`src/rtl/sg_pkg.sv`:
```
package sg_pkg;
   typedef enum logic [0:0] {FS_IDLE = 1'b0, FS_WAIT = 1'b1} fetch_st_t;
   localparam logic [7:0] HELP_NONE    = 8'h00;
   localparam logic [7:0] HELP_OVERRUN = 8'h02;
endpackage

```
`src/rtl/sg_ptr_step.sv`:
```
module sg_ptr_step #(
   parameter int PTR_W       = 32,
   parameter int ENTRY_BYTES = 8,
   parameter bit BYTEWISE    = 1'b1
) (
   input  logic [PTR_W-1:0] ptr_in,
   output logic [PTR_W-1:0] ptr_out
);
   localparam logic [PTR_W-1:0] STEP = PTR_W'(ENTRY_BYTES);
   localparam int NBYTES = PTR_W / 8;

   if (ENTRY_BYTES < 1) begin : g_bad_step
      $error("sg_ptr_step: ENTRY_BYTES must be positive");
   end

   if (BYTEWISE) begin : g_ripple
      if (PTR_W % 8 != 0) begin : g_bad_w
         $error("sg_ptr_step: PTR_W must be a byte multiple");
      end
      logic [NBYTES:0] carry;
      assign carry[0] = 1'b0;
      for (genvar i = 0; i < NBYTES; i++) begin : g_byte
         logic [8:0] sum;
         assign sum = {1'b0, ptr_in[8*i +: 8]} + {1'b0, STEP[8*i +: 8]} + {8'd0, carry[i]};
         assign ptr_out[8*i +: 8] = sum[7:0];
         assign carry[i+1] = sum[8];
      end
   end else begin : g_flat
      assign ptr_out = ptr_in + STEP;
   end
endmodule

```
`src/rtl/sg_shadow.sv`:
```
module sg_shadow #(
   parameter int W = 89
) (
   input  logic         clk,
   input  logic         rst_n,
   input  logic         wr_en,
   input  logic [W-1:0] wr_val,
   output logic [W-1:0] q
);
   if (W < 1) begin : g_bad_w
      $error("sg_shadow: W must be positive");
   end

   always_ff @(posedge clk or negedge rst_n) begin
      if (!rst_n)     q <= '0;
      else if (wr_en) q <= wr_val;
   end
endmodule

```
`src/rtl/sg_fetch_fsm.sv`:
```
module sg_fetch_fsm
   import sg_pkg::*;
#(
   parameter int PTR_W = 32
) (
   input  logic             clk,
   input  logic             rst_n,
   input  logic             cancel,
   input  logic             start,
   input  logic             loaded,
   input  logic [PTR_W-1:0] ptr,
   input  logic             rsp_valid,
   input  logic             rsp_overrun,
   output logic             req,
   output logic [PTR_W-1:0] req_addr,
   output logic             take,
   output logic             go,
   output logic             help,
   output logic [7:0]       code
);
   fetch_st_t st;

   assign req  = (st == FS_WAIT);
   assign take = req && rsp_valid && !rsp_overrun && !cancel;

   always_ff @(posedge clk or negedge rst_n) begin
      if (!rst_n) begin
         st       <= FS_IDLE;
         req_addr <= '0;
         go       <= 1'b0;
         help     <= 1'b0;
         code     <= HELP_NONE;
      end else begin
         go   <= 1'b0;
         help <= 1'b0;
         code <= HELP_NONE;
         if (cancel) begin
            st <= FS_IDLE;
         end else begin
            case (st)
               FS_IDLE: if (start) begin
                  if (loaded) go <= 1'b1;
                  else begin
                     st       <= FS_WAIT;
                     req_addr <= ptr;
                  end
               end
               FS_WAIT: if (rsp_valid) begin
                  st <= FS_IDLE;
                  if (rsp_overrun) begin
                     help <= 1'b1;
                     code <= HELP_OVERRUN;
                  end else begin
                     go <= 1'b1;
                  end
               end
               default: st <= FS_IDLE;
            endcase
         end
      end
   end

   AST_HELP_NO_GO: assert property (@(posedge clk) disable iff (!rst_n)
      help |-> !go);
   AST_FETCH_HOLD: assert property (@(posedge clk) disable iff (!rst_n)
      req && !rsp_valid && !cancel |=> req && $stable(req_addr));
   AST_LOADED_SKIP: assert property (@(posedge clk) disable iff (!rst_n)
      !req && start && loaded && !cancel |=> go && !req);
endmodule

```
`src/rtl/sg_seg_tracker.sv`:
```
module sg_seg_tracker
   import sg_pkg::*;
#(
   parameter int ADDR_W      = 32,
   parameter int CNT_W       = 24,
   parameter int FLAG_W      = 8,
   parameter int PTR_W       = 32,
   parameter int ENTRY_BYTES = 8,
   parameter int OVR_BIT     = 0,
   parameter bit BYTEWISE    = 1'b1
) (
   input  logic                          clk,
   input  logic                          rst_n,
   input  logic                          load_cmd,
   input  logic [PTR_W-1:0]              load_ptr,
   input  logic [ADDR_W-1:0]             load_addr,
   input  logic [CNT_W-1:0]              load_cnt,
   input  logic                          load_loaded,
   input  logic                          phase_start,
   output logic                          fetch_req,
   output logic [PTR_W-1:0]              fetch_addr,
   input  logic                          fetch_valid,
   input  logic [ADDR_W+CNT_W+FLAG_W-1:0] fetch_data,
   input  logic                          xfer_end,
   input  logic                          dma_done,
   input  logic [ADDR_W-1:0]             res_addr,
   input  logic [CNT_W-1:0]              res_cnt,
   input  logic                          save_req,
   input  logic                          cmd_done,
   input  logic                          restore_req,
   output logic                          xfer_go,
   output logic                          help_valid,
   output logic [7:0]                    help_code,
   output logic                          clash,
   output logic [PTR_W-1:0]              work_ptr,
   output logic [ADDR_W-1:0]             work_addr,
   output logic [CNT_W-1:0]              work_cnt,
   output logic                          work_loaded
);
   localparam int ST_W   = PTR_W + ADDR_W + CNT_W + 1;
   localparam int CNT_LO = ADDR_W;
   localparam int FLG_LO = ADDR_W + CNT_W;

   if (OVR_BIT < 0 || OVR_BIT >= FLAG_W) begin : g_bad_ovr
      $error("sg_seg_tracker: OVR_BIT outside the flag field");
   end
   if (ENTRY_BYTES * 8 < ADDR_W + CNT_W + FLAG_W) begin : g_bad_entry
      $error("sg_seg_tracker: ENTRY_BYTES too small for the descriptor");
   end

   logic             take;
   logic [PTR_W-1:0] ptr_next;
   logic [ST_W-1:0]  saved_q;
   logic [ST_W-1:0]  work_vec;
   logic             want_save, collide, save_ok, restore_ok;

   assign work_vec   = {work_ptr, work_addr, work_cnt, work_loaded};
   assign want_save  = save_req || cmd_done;
   assign collide    = (xfer_end && (want_save || restore_req)) || (want_save && restore_req);
   assign save_ok    = want_save && !collide && !load_cmd;
   assign restore_ok = restore_req && !collide && !load_cmd;

   sg_fetch_fsm #(.PTR_W(PTR_W)) u_fetch (
      .clk(clk), .rst_n(rst_n), .cancel(load_cmd), .start(phase_start),
      .loaded(work_loaded), .ptr(work_ptr), .rsp_valid(fetch_valid),
      .rsp_overrun(fetch_data[FLG_LO + OVR_BIT]), .req(fetch_req),
      .req_addr(fetch_addr), .take(take), .go(xfer_go), .help(help_valid),
      .code(help_code)
   );

   sg_ptr_step #(.PTR_W(PTR_W), .ENTRY_BYTES(ENTRY_BYTES), .BYTEWISE(BYTEWISE)) u_step (
      .ptr_in(work_ptr), .ptr_out(ptr_next)
   );

   sg_shadow #(.W(ST_W)) u_saved (
      .clk(clk), .rst_n(rst_n), .wr_en(load_cmd || save_ok),
      .wr_val(load_cmd ? {load_ptr, load_addr, load_cnt, load_loaded} : work_vec),
      .q(saved_q)
   );

   always_ff @(posedge clk or negedge rst_n) begin
      if (!rst_n) begin
         work_ptr    <= '0;
         work_addr   <= '0;
         work_cnt    <= '0;
         work_loaded <= 1'b0;
         clash       <= 1'b0;
      end else if (load_cmd) begin
         work_ptr    <= load_ptr;
         work_addr   <= load_addr;
         work_cnt    <= load_cnt;
         work_loaded <= load_loaded;
         clash       <= 1'b0;
      end else begin
         if (collide) clash <= 1'b1;
         if (xfer_end) begin
            if (dma_done) begin
               work_ptr    <= ptr_next;
               work_loaded <= 1'b0;
            end else begin
               work_addr <= res_addr;
               work_cnt  <= res_cnt;
            end
         end else if (restore_ok) begin
            {work_ptr, work_addr, work_cnt, work_loaded} <= saved_q;
         end
         if (take) begin
            work_addr   <= fetch_data[ADDR_W-1:0];
            work_cnt    <= fetch_data[CNT_LO +: CNT_W];
            work_loaded <= 1'b1;
         end
      end
   end

   AST_DONE_ADVANCE: assert property (@(posedge clk) disable iff (!rst_n)
      xfer_end && dma_done && !load_cmd |=> work_ptr == $past(work_ptr) + PTR_W'(ENTRY_BYTES));
   AST_RESIDUAL_TAKEN: assert property (@(posedge clk) disable iff (!rst_n)
      xfer_end && !dma_done && !load_cmd && !take |=> work_addr == $past(res_addr) && work_cnt == $past(res_cnt));
   AST_CLASH_STICKY: assert property (@(posedge clk) disable iff (!rst_n)
      clash && !load_cmd |=> clash);
   AST_LOAD_CLEARS: assert property (@(posedge clk) disable iff (!rst_n)
      load_cmd |=> !clash && !fetch_req && work_ptr == $past(load_ptr));
endmodule

```
`config.mk`:
```
export PLATFORM = sky130hd
export DESIGN_NAME = sg_seg_tracker
export DESIGN_NICKNAME = d
export VERILOG_FILES = /design/src/rtl/sg_pkg.sv /design/src/rtl/sg_ptr_step.sv /design/src/rtl/sg_shadow.sv /design/src/rtl/sg_fetch_fsm.sv /design/src/rtl/sg_seg_tracker.sv
export SDC_FILE = /design/constraint.sdc
export NUM_CORES = 1
export LEC_CHECK = 0
export ABC_AREA = 1
export BUFFER_PORTS_ARGS = -buffer_cell sky130_fd_sc_hd__buf_2
export CORE_UTILIZATION = 45
export DETAILED_ROUTE_END_ITERATION = 6
export GPL_TIMING_DRIVEN = 0
export PLACE_DENSITY = 0.82
export SYNTH_ARGS = -nofsm -noshare
export SYNTH_HDL_FRONTEND = slang
export SYNTH_SLANG_ARGS = --single-unit
```
`constraint.sdc`:
```
create_clock -name clk -period 3.7 [get_ports clk]
set_input_delay 0.185 -clock clk [delete_from_list [all_inputs] [get_ports clk]]
set_output_delay 0.185 -clock clk [all_outputs]
set_load 0.03 [all_outputs]
```
* Yosys cells after proc, flatten, opt, wreduce, memory -nomap -nowiden
Cells that the tools add are included.
** Word-level totals
- Register bits after elaboration :: 222
- Bits in latches :: 0
- Memory bits (writable) :: 0
- Bits in read-only memories :: 0
- Input bits :: 219
- Output and inout bits :: 133
- Logic and storage cells :: 85
- Memories kept :: 0
** Operators by class
- Add/sub/neg operators :: 4
- $mul :: 0
- Divide/modulo/power cells :: 0
- Magnitude comparators :: 0
- Equal/unequal tests :: 3
- Shift-type cells :: 0
- Muxes and demuxes :: 41
- Bitwise operators :: 3
- Reductions and logical operators :: 23
** Operators by type and width (count)
- 32-bit two-way mux :: 9
- 24-bit two-way mux :: 5
- 89-bit two-way mux :: 1
- 8-bit two-way mux :: 3
- 1-bit two-way mux :: 20
- 8-bit by 1-bit adder with 9-bit output :: 2
- 8-bit by 4-bit adder with 9-bit output (second input constant) :: 1
- 1-bit logical AND :: 9
- 8-bit by 1-bit adder with 8-bit output :: 1
- 2-bit AND reduction :: 3
- 1-bit logical OR :: 4
- 4-bit by 2-bit inequality test with 1-bit output (second input constant) :: 1
- 4-bit by 3-bit inequality test with 1-bit output (second input constant) :: 1
- 1-bit case mux with 2 select lines :: 2
- 4-bit AND reduction :: 1
- 4-bit nonzero test :: 1
- 1-bit logical NOT :: 3
- 3-bit by 2-bit inequality test with 1-bit output (second input constant) :: 1
- 1-bit inverter :: 3
- 3-bit nonzero test :: 1
- 2-bit two-way mux :: 1
- 2-bit nonzero test :: 1

* Longest topological paths before layout
Gate-level depths: netlist (run 1).
- Word-level depth :: 11
- Depth in mapped cells :: 20
- Gate-level depth less buffers :: 20

* Modules after synthesis
A second synthesis (run 1) with hierarchy kept.
** Unflattened totals
- Cells, all modules :: 1864
- Area, all modules :: 12315.6 um2
** Modules (own cells, without submodules)
- sg_seg_tracker :: times used 1, cells an instance 1221, area an instance 6886.6 um2, sequential area each 2252.2 um2
- sg_shadow :: times used 1, cells an instance 376, area an instance 3350.7 um2, sequential area each 2227.1 um2
- sg_fetch_fsm :: times used 1, cells an instance 162, area an instance 1495.2 um2, sequential area each 875.8 um2
- sg_ptr_step :: times used 1, cells an instance 105, area an instance 583.1 um2, sequential area each 0.0 um2

* Worst setup path before layout (run 1)
OpenSTA, ideal clock, no wires.
- Path kind :: flip-flop to flip-flop
- Start point :: reg work_ptr[3]
- End point :: reg work_ptr[30]
- Library setup time :: 0.077 ns
- Arrival time :: 2.944 ns
- Data required time :: 3.623 ns
- Slack :: 0.678 ns
- Cell stages (with the launch flop) :: 21
- Path buffers :: 0
- Clock period less this slack :: 3.022 ns
- Path through :: dfrtp_1 -> nand4_1 -> nor2_1 -> ha_1 -> ha_1 -> nand2_1 -> nor2_1 -> nand2_1 -> nor2_1 -> ha_1 -> ha_1 -> nand3_1 -> nor2_1 -> ha_1 -> ha_1 -> nand2_1 -> nor2_1 -> nand2_1 -> nand2_1 -> nand3_1 -> a21oi_1
** On the way
- Longest elaborated chain between the ends :: 7
** RTL lines
- from (decl) :: line sg_seg_tracker.sv:35 : output logic [PTR_W-1:0] work_ptr,
- from (signal assigned) :: line sg_seg_tracker.sv:89 : work_ptr <= load_ptr;
- from (signal assigned) :: line sg_seg_tracker.sv:98 : work_ptr <= ptr_next;
- from (signal assigned) :: line sg_seg_tracker.sv:105 : {work_ptr, work_addr, work_cnt, work_loaded} <= saved_q;
- 8-bit by 4-bit adder with 9-bit output :: line sg_ptr_step.sv:24 : assign sum = {1'b0, ptr_in[8*i +: 8]} + {1'b0, STEP[8*i +: 8]} + {8'd0, carry[i]};
- 8-bit by 1-bit adder with 9-bit output (2 in a row) :: line sg_ptr_step.sv:24
- 8-bit by 1-bit adder with 8-bit output :: line sg_ptr_step.sv:24
- 32-bit two-way mux :: line sg_seg_tracker.sv:97 : if (dma_done) begin
- 32-bit two-way mux :: line sg_seg_tracker.sv:96 : if (xfer_end) begin
- 32-bit two-way mux :: line sg_seg_tracker.sv:88 : end else if (load_cmd) begin
Every way passes these cells. The select of a mux whose other input is x is not followed.
A chain may end at the register's enable or synchronous reset.

* Worst setup path in the final report (run 1)
- Start point :: reg work_ptr[4]
- End point :: reg work_ptr[30]
The elaborated chain is that of the path after synthesis.

==> results.md, run 1 <==
Status:
- The run finished with clean final reports.

Synthesis:
- The share of the Yosys chip area taken by registers is 0.465.
- The largest family of logic cells by synthesized area is simple AND/OR/NAND/NOR gates.
- The number of distinct library cells after synthesis is 22.
- The proportion of synthesized flip-flops having asynchronous set or reset is 1.00.
- Of the total synthesized cell area, the portion taken by full adders, half adders and majority gates is 0.00761.
- Of the total synthesized cell area, the portion taken by AND, OR, NAND and NOR gates is 0.378.
- For this run, the leading register cell type out of synthesis is sky130_fd_sc_hd__dfrtp_1.
- The flip-flop and latch count after synthesis is roughly 210.
- The mean instance size in the synthesized netlist is approximately 7 um^2.
- Of the total synthesized cell area, the portion taken by XOR and XNOR cells is 0.
- Yosys printed 0 warnings.
- The share of the synthesized area in compound gates (AO/OA/AOI/OAI) is 0.0670.
- Synthesis handed over a netlist of about 1600 instances.
- The mapped netlist covers 11500 um^2.
- The number of flops mapped to enable cells by yosys is 0.
- The share of synthesized area spent on multiplexers is 0.

Timing:
- The setup-violating endpoint count in the final report is 0.
- At the pin with the least slew margin, the transition time is around 0.83 ns.
- The highest clock rate is about 300 MHz.
- The total negative slack is 0 ns.
- The number of pins with negative max-slew slack in the final report is 0.
- The setup clock skew after layout is about 0.0064 ns.
- Counting I/O delays and the setup requirement, the final critical path takes 3.38 ns.
- In the finished design, the share of the clock period the worst path needs comes to 0.914.
- The final number of hold-violating endpoints came to 0.
- The tightest hold margin is 0.0178 ns.
- Measured against its own limit, the worst slew margin works out to 0.447.
- Setup repair after global routing left no endpoint under its margin.

Setup path:
- The endpoint identified for the worst register-to-register timing path is work_ptr[30].
- The cell type of the slowest stage on the worst timing path is sky130_fd_sc_hd__dfrtp_1.
- In this run the register-to-register setup slack is approximately 0.32 ns.
- The type of destination of the critical path is a flop.
- The startpoint of the worst-slack reg-to-reg timing path is work_ptr[4].
- The launching element of the worst setup path is work_ptr[4].
- STA puts the critical path data arrival time at 3.82 ns.
- The critical path goes through nand4_1 > nor2_1 > ha_1 > ha_1 > nand2_1 > nor2_1 > nand2_1 > nor2_1 > ha_1 > ha_2 > nand3_1 > nor2_2 > ha_1 > ha_1 > nand2_1 > nor2_1 > nand2_1 > nand2_1 > nand3_1 > a21oi_1.
- In this run the worst path has a maximum fanout of 6.
- The delay of the slowest cell on the worst path is 0.45 ns.
- For the worst flop-to-flop path, the logic depth is 20.
- The logic depth of the worst setup path including buffers is 20.
- Counting both buffers and inverters, the worst setup path holds a total of 0.
- The largest delay contributor family on the critical path is simple AND/OR/NAND/NOR gates.
- The type of the setup path with the least slack is reg -> reg.
- The kind of start point of the critical path is a flop.
- The data required time at the worst endpoint is a little over 4 ns.

Final layout:
- The filler cells instantiated in the layout total between 2000 and 2500.
- Relative to the synthesized area, the layout overhead comes to 33.1%.
- The count of non-filler cells in the finished layout is 2443.
- The proportion of layout cells with a drive suffix above 1 is 0.216.
- The final antenna diode count is 0.
- The net total in the final layout is 2325.

Global route:
- The global route total overflow is 0.
- The aggregate global-route resource usage is 0.325.
- The number of antenna violations at the first check in global routing is 1.
- The largest net degree at the start of global routing is 109.
- The first-pass GRT wire length is approximately 67 mm.
- The via count of the first global-routing pass was approximately 13000.

Hold path:
- The path category of the worst min-delay check is in -> reg.
- Along the worst hold path, the cell count comes to 3.
- The start point of the worst hold path is load_addr[18].
- For hold timing, the worst endpoint is u_saved.q[43].

Clock tree:
- The maximum clock path buffer count is 3.
- Clock latency on the worst-skew pair, taken at its later pin, is 0.51 ns.
- The number of H-tree branching levels is 1.
- The number of buffers inserted by post-CTS setup repair is 0.
- The number of clock buffers inserted by TritonCTS is 25.
- The CTS tree is built.
- Clock tree synthesis found a total of roughly 210 sinks.
- In this run the clock root is driven by a sky130_fd_sc_hd__clkbuf_16.
- The post-CTS clock slew at the launch and capture registers of the worst setup and hold paths is 0.06 ns.

Drt:
- The average detailed-routed wire length per instance is between 15 and 20 um.
- Before antenna repair, the detailed router went through 6 iterations.
- The initial DRC count is around 1500.
- The via count is 13326.
- Summed over all layers, the routed wires come to between 40 and 50 mm.
- Dividing the detail-routed via count by the number of cells gives 5.45.
- In this run the remaining antenna-violating nets after routing total 0.
- In the routed design, unresolved DRC markers number 0.

Pwr:
- The peak supply drop is slightly above 0.0003 V.
- The power per unit of standard cell area is between 400 and 500 nW/um^2.
- For this design the static power due to leakage is roughly 8.4 nW.

Die:
- The number of rows in the core area is between 50 and 60.
- The chip height is 162 um.
- The die outline area is between 20000 and 30000 um^2.
- The width of the die is about 160 um.
- The top-level I/O count is 352.
- The starting utilization of the core area is 0.458.
- The core region is roughly 25000 um^2.

Run:
- The max capacitance violation total is 0.

Placement:
- The estimated wirelength of the detail-placed design is 30.4 mm.
- Input and output buffers added on the ports amount to around 340.
- At the end of routability-driven placement, the weighted congestion stood at between 0.9 and 1.
- Once placement completed, the tool counted placed cells totaling between 2000 and 2500.
-- how the worst max path moves through the flow --
stage,to,slack (ns)
6_report,work_ptr[30],0.32
4_1_cts,work_ptr[30],0.21
2_1_floorplan,work_ptr[30],0.68
3_5_place_dp,work_ptr[30],0.26
3_3_place_gp,work_addr[12],-1.26
5_1_grt,work_ptr[30],0.008
-- cell usage in the layout (no fill, tap or decap), types with 2 or more instances in the layout --
| cell | synthesis | final |
|---|---|---|
| sky130_fd_sc_hd__a21oi_1 | 15 | 15 |
| sky130_fd_sc_hd__a31oi_1 | 59 | 59 |
| sky130_fd_sc_hd__buf_1 | 8 | 8 |
| sky130_fd_sc_hd__buf_2 | 56 | 391 |
| sky130_fd_sc_hd__buf_4 | 13 | 13 |
| sky130_fd_sc_hd__buf_6 | 5 | 5 |
| sky130_fd_sc_hd__clkbuf_1 | 29 | 38 |
| sky130_fd_sc_hd__clkbuf_16 | 0 | 25 |
| sky130_fd_sc_hd__clkbuf_8 | 0 | 4 |
| sky130_fd_sc_hd__clkinv_2 | 0 | 2 |
| sky130_fd_sc_hd__conb_1 | 1 | 7 |
| sky130_fd_sc_hd__dfrtp_1 | 214 | 212 |
| sky130_fd_sc_hd__dfrtp_2 | 0 | 2 |
| sky130_fd_sc_hd__dlygate4sd3_1 | 0 | 92 |
| sky130_fd_sc_hd__ha_1 | 7 | 6 |
| sky130_fd_sc_hd__inv_1 | 96 | 96 |
| sky130_fd_sc_hd__inv_2 | 3 | 3 |
| sky130_fd_sc_hd__nand2_1 | 706 | 706 |
| sky130_fd_sc_hd__nand2_2 | 3 | 3 |
| sky130_fd_sc_hd__nand3_1 | 238 | 238 |
| sky130_fd_sc_hd__nand4_1 | 9 | 9 |
| sky130_fd_sc_hd__nor2_1 | 109 | 108 |
| sky130_fd_sc_hd__nor2_4 | 2 | 2 |
| sky130_fd_sc_hd__o21ai_0 | 49 | 49 |
| sky130_fd_sc_hd__o21ai_1 | 13 | 13 |
-- flip-flops by register name, summed over array words and instances, names as in the netlist --
name,count
u_fetch.go,1
u_fetch.req,1
work_cnt,24
clash,1
u_saved.q,89
work_ptr,32
u_fetch.req_addr,32
u_fetch.code,1
work_loaded,1
work_addr,32
-- synthesized netlist by cell type (2+ instances only) --
cell                         n  area [um^2]
sky130_fd_sc_hd__a21oi_1    15         75.1
sky130_fd_sc_hd__a31oi_1    59          369
sky130_fd_sc_hd__buf_1       8         30.0
sky130_fd_sc_hd__buf_2      56          280
sky130_fd_sc_hd__buf_4      13         97.6
sky130_fd_sc_hd__buf_6       5         56.3
sky130_fd_sc_hd__clkbuf_1   29          109
sky130_fd_sc_hd__dfrtp_1   214         5360
sky130_fd_sc_hd__ha_1        7         87.6
sky130_fd_sc_hd__inv_1      96          360
sky130_fd_sc_hd__inv_2       3         11.3
sky130_fd_sc_hd__nand2_1   706         2650
sky130_fd_sc_hd__nand2_2     3         18.8
sky130_fd_sc_hd__nand3_1   238         1190
sky130_fd_sc_hd__nand4_1     9         56.3
sky130_fd_sc_hd__nor2_1    109          409
sky130_fd_sc_hd__nor2_4      2         22.5
sky130_fd_sc_hd__o21ai_0    49          245
sky130_fd_sc_hd__o21ai_1    13         65.1
-- report_power, final --
part / internal [mW] / switching (mW)
Sequential: 2.72 / 0.305
Combinational: 0.677 / 1.42
Clock: 1.32 / 0.973
Total: 4.71 / 2.70
-- layout make-up --
type	instances	area, um^2	area share
Clock inverter	3	17.5	0.00114
Buffer	111	573	0.0374
Sequential cell	214	5360	0.350
Clock buffer	38	714	0.0466
Tap cell	330	413	0.0269
Timing Repair Buffer	429	2640	0.172
Inverter	99	372	0.0242
Multi-Input combinational cell	1219	5240	0.342
-- per-layer routing --
metal / share of wire / up-vias / track usage / wire length (um)
met2: 0.48 / 873 / 0.561 / 21100
met3: 0.11 / 138 / 0.0700 / 4620
met1: 0.37 / 6186 / 0.391 / 16100
met5: 0.00030 / - / 0 / 13
li1: - / 6127 / - / -
met4: 0.040 / 2 / 0.139 / 1750
-- tightest hold or removal path, cell delays in order --
cell and delay [ns]:
sky130_fd_sc_hd__buf_2 0.13, sky130_fd_sc_hd__nand2_1 0.10, sky130_fd_sc_hd__a31oi_1 0.08
-- timing repair --
item                       in CTS  in global routing
gates resized for setup         0                  4
hold endpoints to repair      228                  0
setup endpoints to repair       0                  6
hold buffers                   92                  0
-- through the flow --
| stage | instance area, um^2 | total power [mW] | utilization | setup WS, ns |
|---|---|---|---|---|
| final | 15300 | 7.41 | 0.610 | 0.317 |
| after global routing | 15300 | 7.74 | 0.610 | 0.00828 |
| after CTS | 15300 | 7.39 | 0.610 | 0.211 |
| after detailed placement | 13700 | 5.04 | 0.544 | 0.259 |
| after global placement | 13600 | 4.98 | 0.543 | -1.26 |
| after floorplan | 11500 | 4.26 | - | 0.678 |
-- cell families (layout without fill, tap and decap cells) --
family          count (synthesis)  in the layout
fa+ha+maj                       7              7
compound gates                138            138
buf+inv                       210            680
flops                         214            214
simple gates                 1067           1067
other cells                     1              7
(Power assumes the default switching activity.)
==> inputs of run 2 (changes only) <==
- GPL_TIMING_DRIVEN: 0 -> default
==> results.md, run 2 (synthesis gave the netlist of run 1 again) <==
Status:
- The run finished, with violations left.
- The final reports fail on design-rule violations.

Setup path:
- In this design, the critical path's most frequently occurring cell is sky130_fd_sc_hd__ha_1.
- The delay of the slowest cell on the worst path is 0.46 ns.
- The launching element of the worst setup path is work_ptr[3].
- The setup slack of the most critical reg-to-reg path is roughly 0.45 ns.
- The worst setup path is captured at a flop.
- In this run the critical register-to-register path is captured at work_ptr[30].
- Along the worst path, the maximum fanout reaches 7.
- The worst setup path endpoint is work_ptr[30].
- The signal on the critical path passes through nand4_1 > nor2_1 > ha_1 > ha_1 > nand2_1 > nor2_1 > nand2_1 > nor2_1 > ha_1 > ha_1 > nand3_1 > nor2_1 > ha_1 > ha_1 > nand2_1 > nor2_1 > nand2_1 > nand2_1 > nand3_1 > a21oi_1.
- The arrival time at the worst endpoint is around 3.7 ns.
- The kind of start point of the critical path is a flop.
- Among all stages on the critical path, the largest delay is contributed by sky130_fd_sc_hd__dfrtp_1.
- The cell depth of the worst flop-to-flop path is 20.
- In this run the critical register-to-register path is launched from work_ptr[3].
- The setup path with the least slack is of type reg -> reg.
- STA puts the critical path data required time at around 4.2 ns.

Clock tree:
- Clock-pin slew was measured on the worst setup and hold paths at 0.06 ns.
- The maximum clock path buffer count is 3.
- The number of sinks driven by the clock tree is roughly 210.
- The cell chosen for the clock root is sky130_fd_sc_hd__clkbuf_16.
- The number of gates resized after CTS was 0.
- Hold repair after CTS inserted 92 buffers.
- Counting the buffers created by CTS gives 25.
- Once the clock tree was built, the setup fixing pass inserted 0 buffers.
- At the later pin of the worst-skew pair, clock insertion delay measures roughly 0.53 ns.
- In this run the number of H-tree levels came out at 1.
- The CTS tree is built.

Final layout:
- The top register by number of flip-flops is u_saved.q.
- The final core utilization is 0.600.
- The net total in the final layout is approximately 2200.
- The register with the most flip-flops in the layout has between 80 and 90 of them.
- The synthesis-to-layout area growth is 30.9%.
- The leading cell type in the layout, fill and taps excluded is sky130_fd_sc_hd__nand2_1.
- The count of non-filler cells in the finished layout is approximately 2400.
- The library cells used most frequently in the layout, excluding fill and tap cells, are 704 x sky130_fd_sc_hd__nand2_1, 335 x sky130_fd_sc_hd__buf_2, 236 x sky130_fd_sc_hd__nand3_1.
- The final standard cell area without fillers is about 15000 um^2.
- Of the cells placed in the final design, the portion with a size suffix greater than 1 is 0.204.

Die:
- The die covers about 26000 um^2.
- In this run the core area contains 58 standard-cell rows.
- The die is 162 um tall.
- The die is roughly 160 um wide.
- For this configuration, the core starts out at a cell density of 0.458.
- In this run the count of I/O pins placed on the die edge is roughly 350.
- The floorplan step defined a core boundary enclosing approximately 25000 um^2.

Drt:
- The average detailed-routed wire length per instance is roughly 16 um.
- The DRC violation count after routing is 1.
- The initial DRC count is between 1000 and 1500.
- Once detail routing completed, the nets flagged for antenna violations numbered 0.
- The number of vias per cell is roughly 5.4.
- The detailed-router iteration count before antenna repair is 7.
- The final route contains 12660 vias.
- Wire segments on met2 add up to between 15 and 20 mm in the final route.
- In the detailed route, the total length drawn on met3 is slightly below 4 mm.
- Routed signal wires occupy layers up through met4.
- After detailed routing, the wire length on met1 is ~15 mm.
- For this block, the routed nets add up to approximately 38 mm of wire.

Timing:
- The normalized max-slew margin is 0.265.
- The final number of hold-violating endpoints is 0.
- Between clock sinks in the finished design, the worst skew comes to 0.0137 ns.
- The number of pins with negative max-slew slack in the final report came to 0.
- The worst-case setup margin in the final layout is between 0.4 and 0.5 ns.
- The highest clock rate is 307 MHz.
- The minimum clock period after layout is ~3.3 ns.
- In the finished design, the share of the clock period the worst path needs comes to 0.879.
- The tightest hold margin is 0.0172 ns.
- The measured slew at the worst slew-check pin is approximately 1.1 ns.
- The total negative slack is 0 ns.
- The setup-violating endpoint count in the final report is 0.
- Setup repair after global routing left no endpoint under its margin.

Global route:
- Across every metal layer, demand over resource in global routing totals 0.287.
- For this run the aggregate overflow at the end of global routing stands at 0.
- The largest net degree at the start of global routing is about 120.
- The number of antenna violations at the first check in global routing is 2.
- The via count of the first global-routing pass is about 12000.
- The first-pass GRT wire length is between 60 and 70 mm.

Placement:
- Before CTS, the worst setup slack after placement is between 0.4 and 0.5 ns.
- After legalization and detailed placement, the total HPWL measured 23.4 mm.
- The standard cell area after detailed placement is about 13000 um^2.
- Port buffering added roughly 340 buffers.
- Routability-driven placement finished with a final weighted congestion of 0.846.
- After detailed placement, the design holds a cell count of about 2200.

Pwr:
- The completed layout was analyzed and its total power is between 7 and 8 mW.
- The static leakage power is 8.18 nW.
- In this run the power density over the cells is slightly above 500 nW/um^2.
- Across the VDD grid, the largest voltage drop is approximately 0.00037 V.

Hold path:
- The worst hold path passes through 3 cells.
- The worst hold path belongs to the class in -> reg.

Run:
- The max capacitance violation total is 0.
[run 2: cell count changes in the layout (fill, tap and decap cells not counted), moves of 3 or more]
cell / before / now
sky130_fd_sc_hd__buf_6: 5 / 0
sky130_fd_sc_hd__buf_2: 391 / 335
sky130_fd_sc_hd__clkbuf_1: 38 / 2
sky130_fd_sc_hd__clkinv_2: 2 / 8
sky130_fd_sc_hd__buf_4: 13 / 18
sky130_fd_sc_hd__buf_1: 8 / 0
sky130_fd_sc_hd__bufinv_16: 0 / 3
[run 2: worst min-delay path by stage]
stage                  startpoint              endpoint  slack (ns)
detailed placement          rst_n  u_fetch.req_addr[19]        0.32
CTS                 load_addr[21]         u_saved.q[46]       0.002
global route          restore_req                 clash        0.04
floorplan                   rst_n                 clash       -0.11
global placement            rst_n  u_fetch.req_addr[19]        0.31
finish                restore_req                 clash        0.02
[run 2: power breakdown]
group | internal, mW | leakage (nW) | switching [mW]
clock network | 1.56 | 0.432 | 1.00
registers | 2.72 | 2.60 | 0.300
logic | 0.643 | 5.14 | 1.37
[run 2: worst max-delay path, delay by kind of cell, from the launching register on]
family                   cells  cell delay (ns)
AND/OR/NAND/NOR             13             1.38
adder cells (fa/ha/maj)      6             1.21
flip-flops                   1             0.46
AO/OA/AOI/OAI                1             0.13
[run 2: layer usage]
layer,track usage,vias up
li1,-,5944
met3,0.0536,105
met2,0.499,730
met5,0,-
met4,0.116,0
met1,0.350,5881
[run 2: layout make-up]
type	instances	area [um^2]
clock buffer	33	716
antenna	2	5.00
tap	330	413
clock inverter	12	139
inverter	99	374
timing repair buffer	448	2790
multi-input combinational	1219	5280
sequential	214	5360
fill	2214	10000
==> inputs of run 3 (changes only) <==
- SYNTH_HIERARCHICAL: default -> 1
==> results.md, run 3 <==
Clock tree:
- The clock reaches the later pin of the worst-skew pair after around 0.53 ns.
- The CTS tree is built.
- The clock passes through at most 3 buffers.
- The number of clock buffers inserted by TritonCTS is 25.
- The root buffer cell chosen for the clock tree is sky130_fd_sc_hd__clkbuf_16.
- For this design, the sink count on the clock tree is approximately 210.
- Clock-pin slew was measured on the worst setup and hold paths at ~0.060 ns.
- In this run the number of H-tree levels came out at 1.

Drt:
- In the detailed route, the total length drawn on met2 is between 15 and 20 mm.
- The met3 wire length is just over 3 mm.
- The topmost layer with routed signal wires is met5.
- The first detailed-routing pass took 5 iterations.
- The average detailed-routed wire length per instance is 15.2 um.
- In this run, the number of DRC markers left after iteration 0 of detailed routing was about 1100.
- The total routed wire length on the met1 layer is ~15 mm.
- The via count is between 10000 and 15000.
- For this run, design rule violations remaining after detail routing come to 0.
- After detailed routing, the total wire length is just under 40 mm.
- Dividing the detail-routed via count by the number of cells gives between 5 and 6.
- The count of nets left with antenna violations once routing finished came out at 0.

Synthesis:
- The share of the synthesized area in the top cell type is 0.435.
- In the synthesized netlist the dominant register cell turns out to be sky130_fd_sc_hd__dfrtp_1.
- The share of the synthesized area in compound gates (AO/OA/AOI/OAI) was 0.00498.
- The area share of fa/ha/maj cells after synthesis is 0.00711.
- Summed over all instances, the cell type with the most area after synthesis is sky130_fd_sc_hd__dfrtp_1.
- Counting flops and latches in the post-synthesis netlist gives between 200 and 250.
- The share of synthesized area spent on multiplexers is 0.
- The share of the Yosys chip area taken by registers is 0.435.
- The number of flops mapped to enable cells by yosys is 0.
- After synthesis, the mean cell area works out to roughly 6.6 um^2.
- Of the total synthesized cell area, the portion taken by AND, OR, NAND and NOR gates is 0.479.
- In the synthesized netlist, the number of instances is roughly 1900.
- Counting instances in the post-synthesis netlist gives the leading cell types as 1076 x sky130_fd_sc_hd__nand2_1, 256 x sky130_fd_sc_hd__nand3_1, 214 x sky130_fd_sc_hd__dfrtp_1, 123 x sky130_fd_sc_hd__nor2_1, 53 x sky130_fd_sc_hd__buf_2.
- By area the synthesized netlist is led by sky130_fd_sc_hd__dfrtp_1 43%, sky130_fd_sc_hd__nand2_1 33%, sky130_fd_sc_hd__nand3_1 10%.
- Of the total synthesized cell area, the portion taken by XOR and XNOR cells is 0.00853.
- Yosys instantiated no cell more often than sky130_fd_sc_hd__nand2_1.
- For this run, asynchronously set or reset flops after synthesis account for 1.00.
- The total standard cell area after synthesis is between 10000 and 15000 um^2.
- The netlist uses 30 different library cells.
- The largest family of logic cells by synthesized area is simple AND/OR/NAND/NOR gates.
- The warning count from the yosys run is 6.

Timing:
- In the finished design, the share of the clock period the worst path needs comes to 0.937.
- Between clock sinks in the finished design, the worst skew comes to just over 0.02 ns.
- The tightest hold path in the finished design has a slack of between 0.01 and 0.015 ns.
- Timing would allow up to around 290 MHz.
- For the pin with the worst max-slew slack, the measured transition is approximately 1.1 ns.
- The smallest clock period supported by the final layout is computed as ~3.5 ns.
- The setup-violating endpoint count in the final report is 0.
- The worst-case setup margin in the final layout is 0.233 ns.
- The normalized max-slew margin is 0.268.
- The number of pins with negative max-slew slack in the final report was 0.
- The final number of hold-violating endpoints is 0.

Run:
- Across the run, the number of max-cap violations was 0.

Final layout:
- After filler insertion, the fill cell instance count of the layout stands at approximately 2500.
- The synthesis-to-layout area growth is 25.2%.
- The top register by number of flip-flops is u_saved/q.
- The final core utilization is 0.574.
- In the final design database the tool counted 2418 nets.
- Of the cells placed in the final design, the portion with a size suffix greater than 1 is 0.190.
- The library cell used most frequently in the layout, excluding fill and tap cells, is sky130_fd_sc_hd__nand2_1.
- The top cell types in the final layout, fill and taps aside, are 1074 x sky130_fd_sc_hd__nand2_1, 334 x sky130_fd_sc_hd__buf_2, 256 x sky130_fd_sc_hd__nand3_1.
- The register with the most flip-flops in the layout has 89 of them.

Die:
- Measured along the x axis, the die boundary spans between 150 and 200 um.
- Measured along the y axis, the die boundary spans approximately 170 um.
- The floorplan has 60 rows.
- The core region area is 26900 um^2.
- The top-level I/O count is between 300 and 400.
- The starting utilization of the core area is 0.458.
- The die covers 28000 um^2.

Pwr:
- The static leakage power is between 9 and 10 nW.
- VDD sags by at most around 0.00035 V.
- Overall power consumption after layout is estimated at ~7.5 mW.
- In this run the power density over the cells is 486 nW/um^2.

Placement:
- The final weighted congestion in routability-driven placement is between 0.8 and 0.9.
- Prior to clock tree synthesis, the placed netlist has a worst setup slack of between 0.1 and 0.15 ns.
- The estimated wirelength of the detail-placed design is between 20 and 25 mm.
- The number of buffers inserted by port buffering is 337.

Global route:
- The global route total overflow is 0.
- The via count of the first global-routing pass was 12858.
- Entering global routing, the biggest net connects 172 pins.
- The number of antenna violations at the first check in global routing is 3.
- The first-pass GRT wire length is about 63 mm.
- The aggregate global-route resource usage is 0.272.

Setup path:
- The worst setup path is captured at a flop.
- The arrival time at the worst endpoint is between 3 and 4 ns.
- The data required time at the worst endpoint is around 4.2 ns.
- The kind of start point of the critical path is a flop.
- The cell depth of the worst flop-to-flop path is 22.
- The maximum fanout encountered on the critical timing path is 3.
- The type of the setup path with the least slack is reg -> reg.

Hold path:
- The path category of the worst min-delay check is in -> reg.
- The worst hold path passes through 5 cells.

Status:
- The run finished with clean final reports.
==> run 3: cell count changes in the layout (fill, tap and decap cells not counted), moves of 12 or more <==
cell | previous run | this run
sky130_fd_sc_hd__dlygate4sd3_1 | 92 | 64
sky130_fd_sc_hd__nand2_1 | 704 | 1074
sky130_fd_sc_hd__o21ai_1 | 13 | 1
sky130_fd_sc_hd__nand3_1 | 236 | 256
sky130_fd_sc_hd__o21ai_0 | 49 | 5
sky130_fd_sc_hd__inv_1 | 96 | 19
sky130_fd_sc_hd__nor2_1 | 107 | 122
sky130_fd_sc_hd__a21oi_1 | 15 | 2
sky130_fd_sc_hd__a31oi_1 | 59 | 0
==> run 3: area by class of cell <==
type	count	area, um^2	area share
Timing Repair Buffer	422	2520	0.164
Inverter	23	93.8	0.00608
Sequential cell	214	5360	0.347
Tap cell	341	427	0.0277
Clock inverter	5	81.3	0.00527
Clock buffer	37	711	0.0461
Antenna cell	2	5.00	0.000325
Multi-Input combinational cell	1506	6220	0.404
==> run 3: cell families after synthesis <==
logic type,count (synthesis)
AOI/OAI and AO/OA,11
xor gates and xnor gates,12
adders and majority gates,7
buffers and inverters,150
DFF,214
other,1
and+or+nand+nor,1469
==> run 3: critical path, cell delays in order (launching register included) <==
cell,delay (ns)
sky130_fd_sc_hd__dfrtp_1,0.34
sky130_fd_sc_hd__nand3_1,0.14
sky130_fd_sc_hd__nor3_2,0.15
sky130_fd_sc_hd__ha_2,0.23
sky130_fd_sc_hd__ha_2,0.21
sky130_fd_sc_hd__nand3_2,0.13
sky130_fd_sc_hd__nor2_2,0.13
sky130_fd_sc_hd__nand2_1,0.06
sky130_fd_sc_hd__nor2_1,0.14
sky130_fd_sc_hd__ha_2,0.21
sky130_fd_sc_hd__ha_2,0.19
sky130_fd_sc_hd__nand2_1,0.10
sky130_fd_sc_hd__nor2_4,0.12
sky130_fd_sc_hd__nand3_2,0.07
sky130_fd_sc_hd__nor2_2,0.09
sky130_fd_sc_hd__ha_2,0.20
sky130_fd_sc_hd__ha_2,0.20
sky130_fd_sc_hd__nand3_1,0.10
sky130_fd_sc_hd__xnor2_1,0.15
sky130_fd_sc_hd__nand3_1,0.10
sky130_fd_sc_hd__nand3_1,0.14
sky130_fd_sc_hd__nand3_1,0.09
sky130_fd_sc_hd__nand2_1,0.10
==> run 3: routing by layer <==
layer  up-vias  GRT usage
met4         2      0.113
li1       6417          -
met1      6195      0.337
met2       700      0.476
met3       102     0.0395
met5         -          0
==> run 3: final timing paths <==
check | to | slack [ns] | from
max in group asynchronous | u_saved/q[82] | 2.46 | rst_n
hold reg to reg | u_fetch/req_addr[3] | 0.46 | u_fetch/req_addr[3]
hold / removal | u_saved/q[63] | 0.01 | load_ptr[6]
min in group asynchronous | u_saved/q[77] | 0.32 | rst_n
setup / recovery | work_ptr[28] | 0.23 | work_ptr[4]
setup reg to reg | work_ptr[28] | 0.23 | work_ptr[4]
==> run 3: repair_timing <==
action	in CTS	in global routing
gates resized for setup	0	9
hold buffers	64	0
setup buffers	0	2
endpoints found under the setup margin	0	4
hold endpoints to repair	214	0
==> run 3: report_power, final <==
part           switching [mW]  leakage, nW  internal (mW)
sequential              0.303         2.69           2.71
clock                   0.987        0.383           1.46
combinational            1.38         5.94          0.652
total                    2.67         9.01           4.82
==> run 3: metrics by stage <==
| step | setup TNS, ns | instance area (um^2) | instances |
|---|---|---|---|
| after detailed placement | 0 | 13900 | 2440 |
| after global routing | -0.0574 | 15400 | 2550 |
| after global placement | 0 | 13900 | 2440 |
| final | 0 | 15400 | 2550 |
| after CTS | 0 | 15400 | 2546 |
| after floorplan | 0 | 12300 | 1870 |
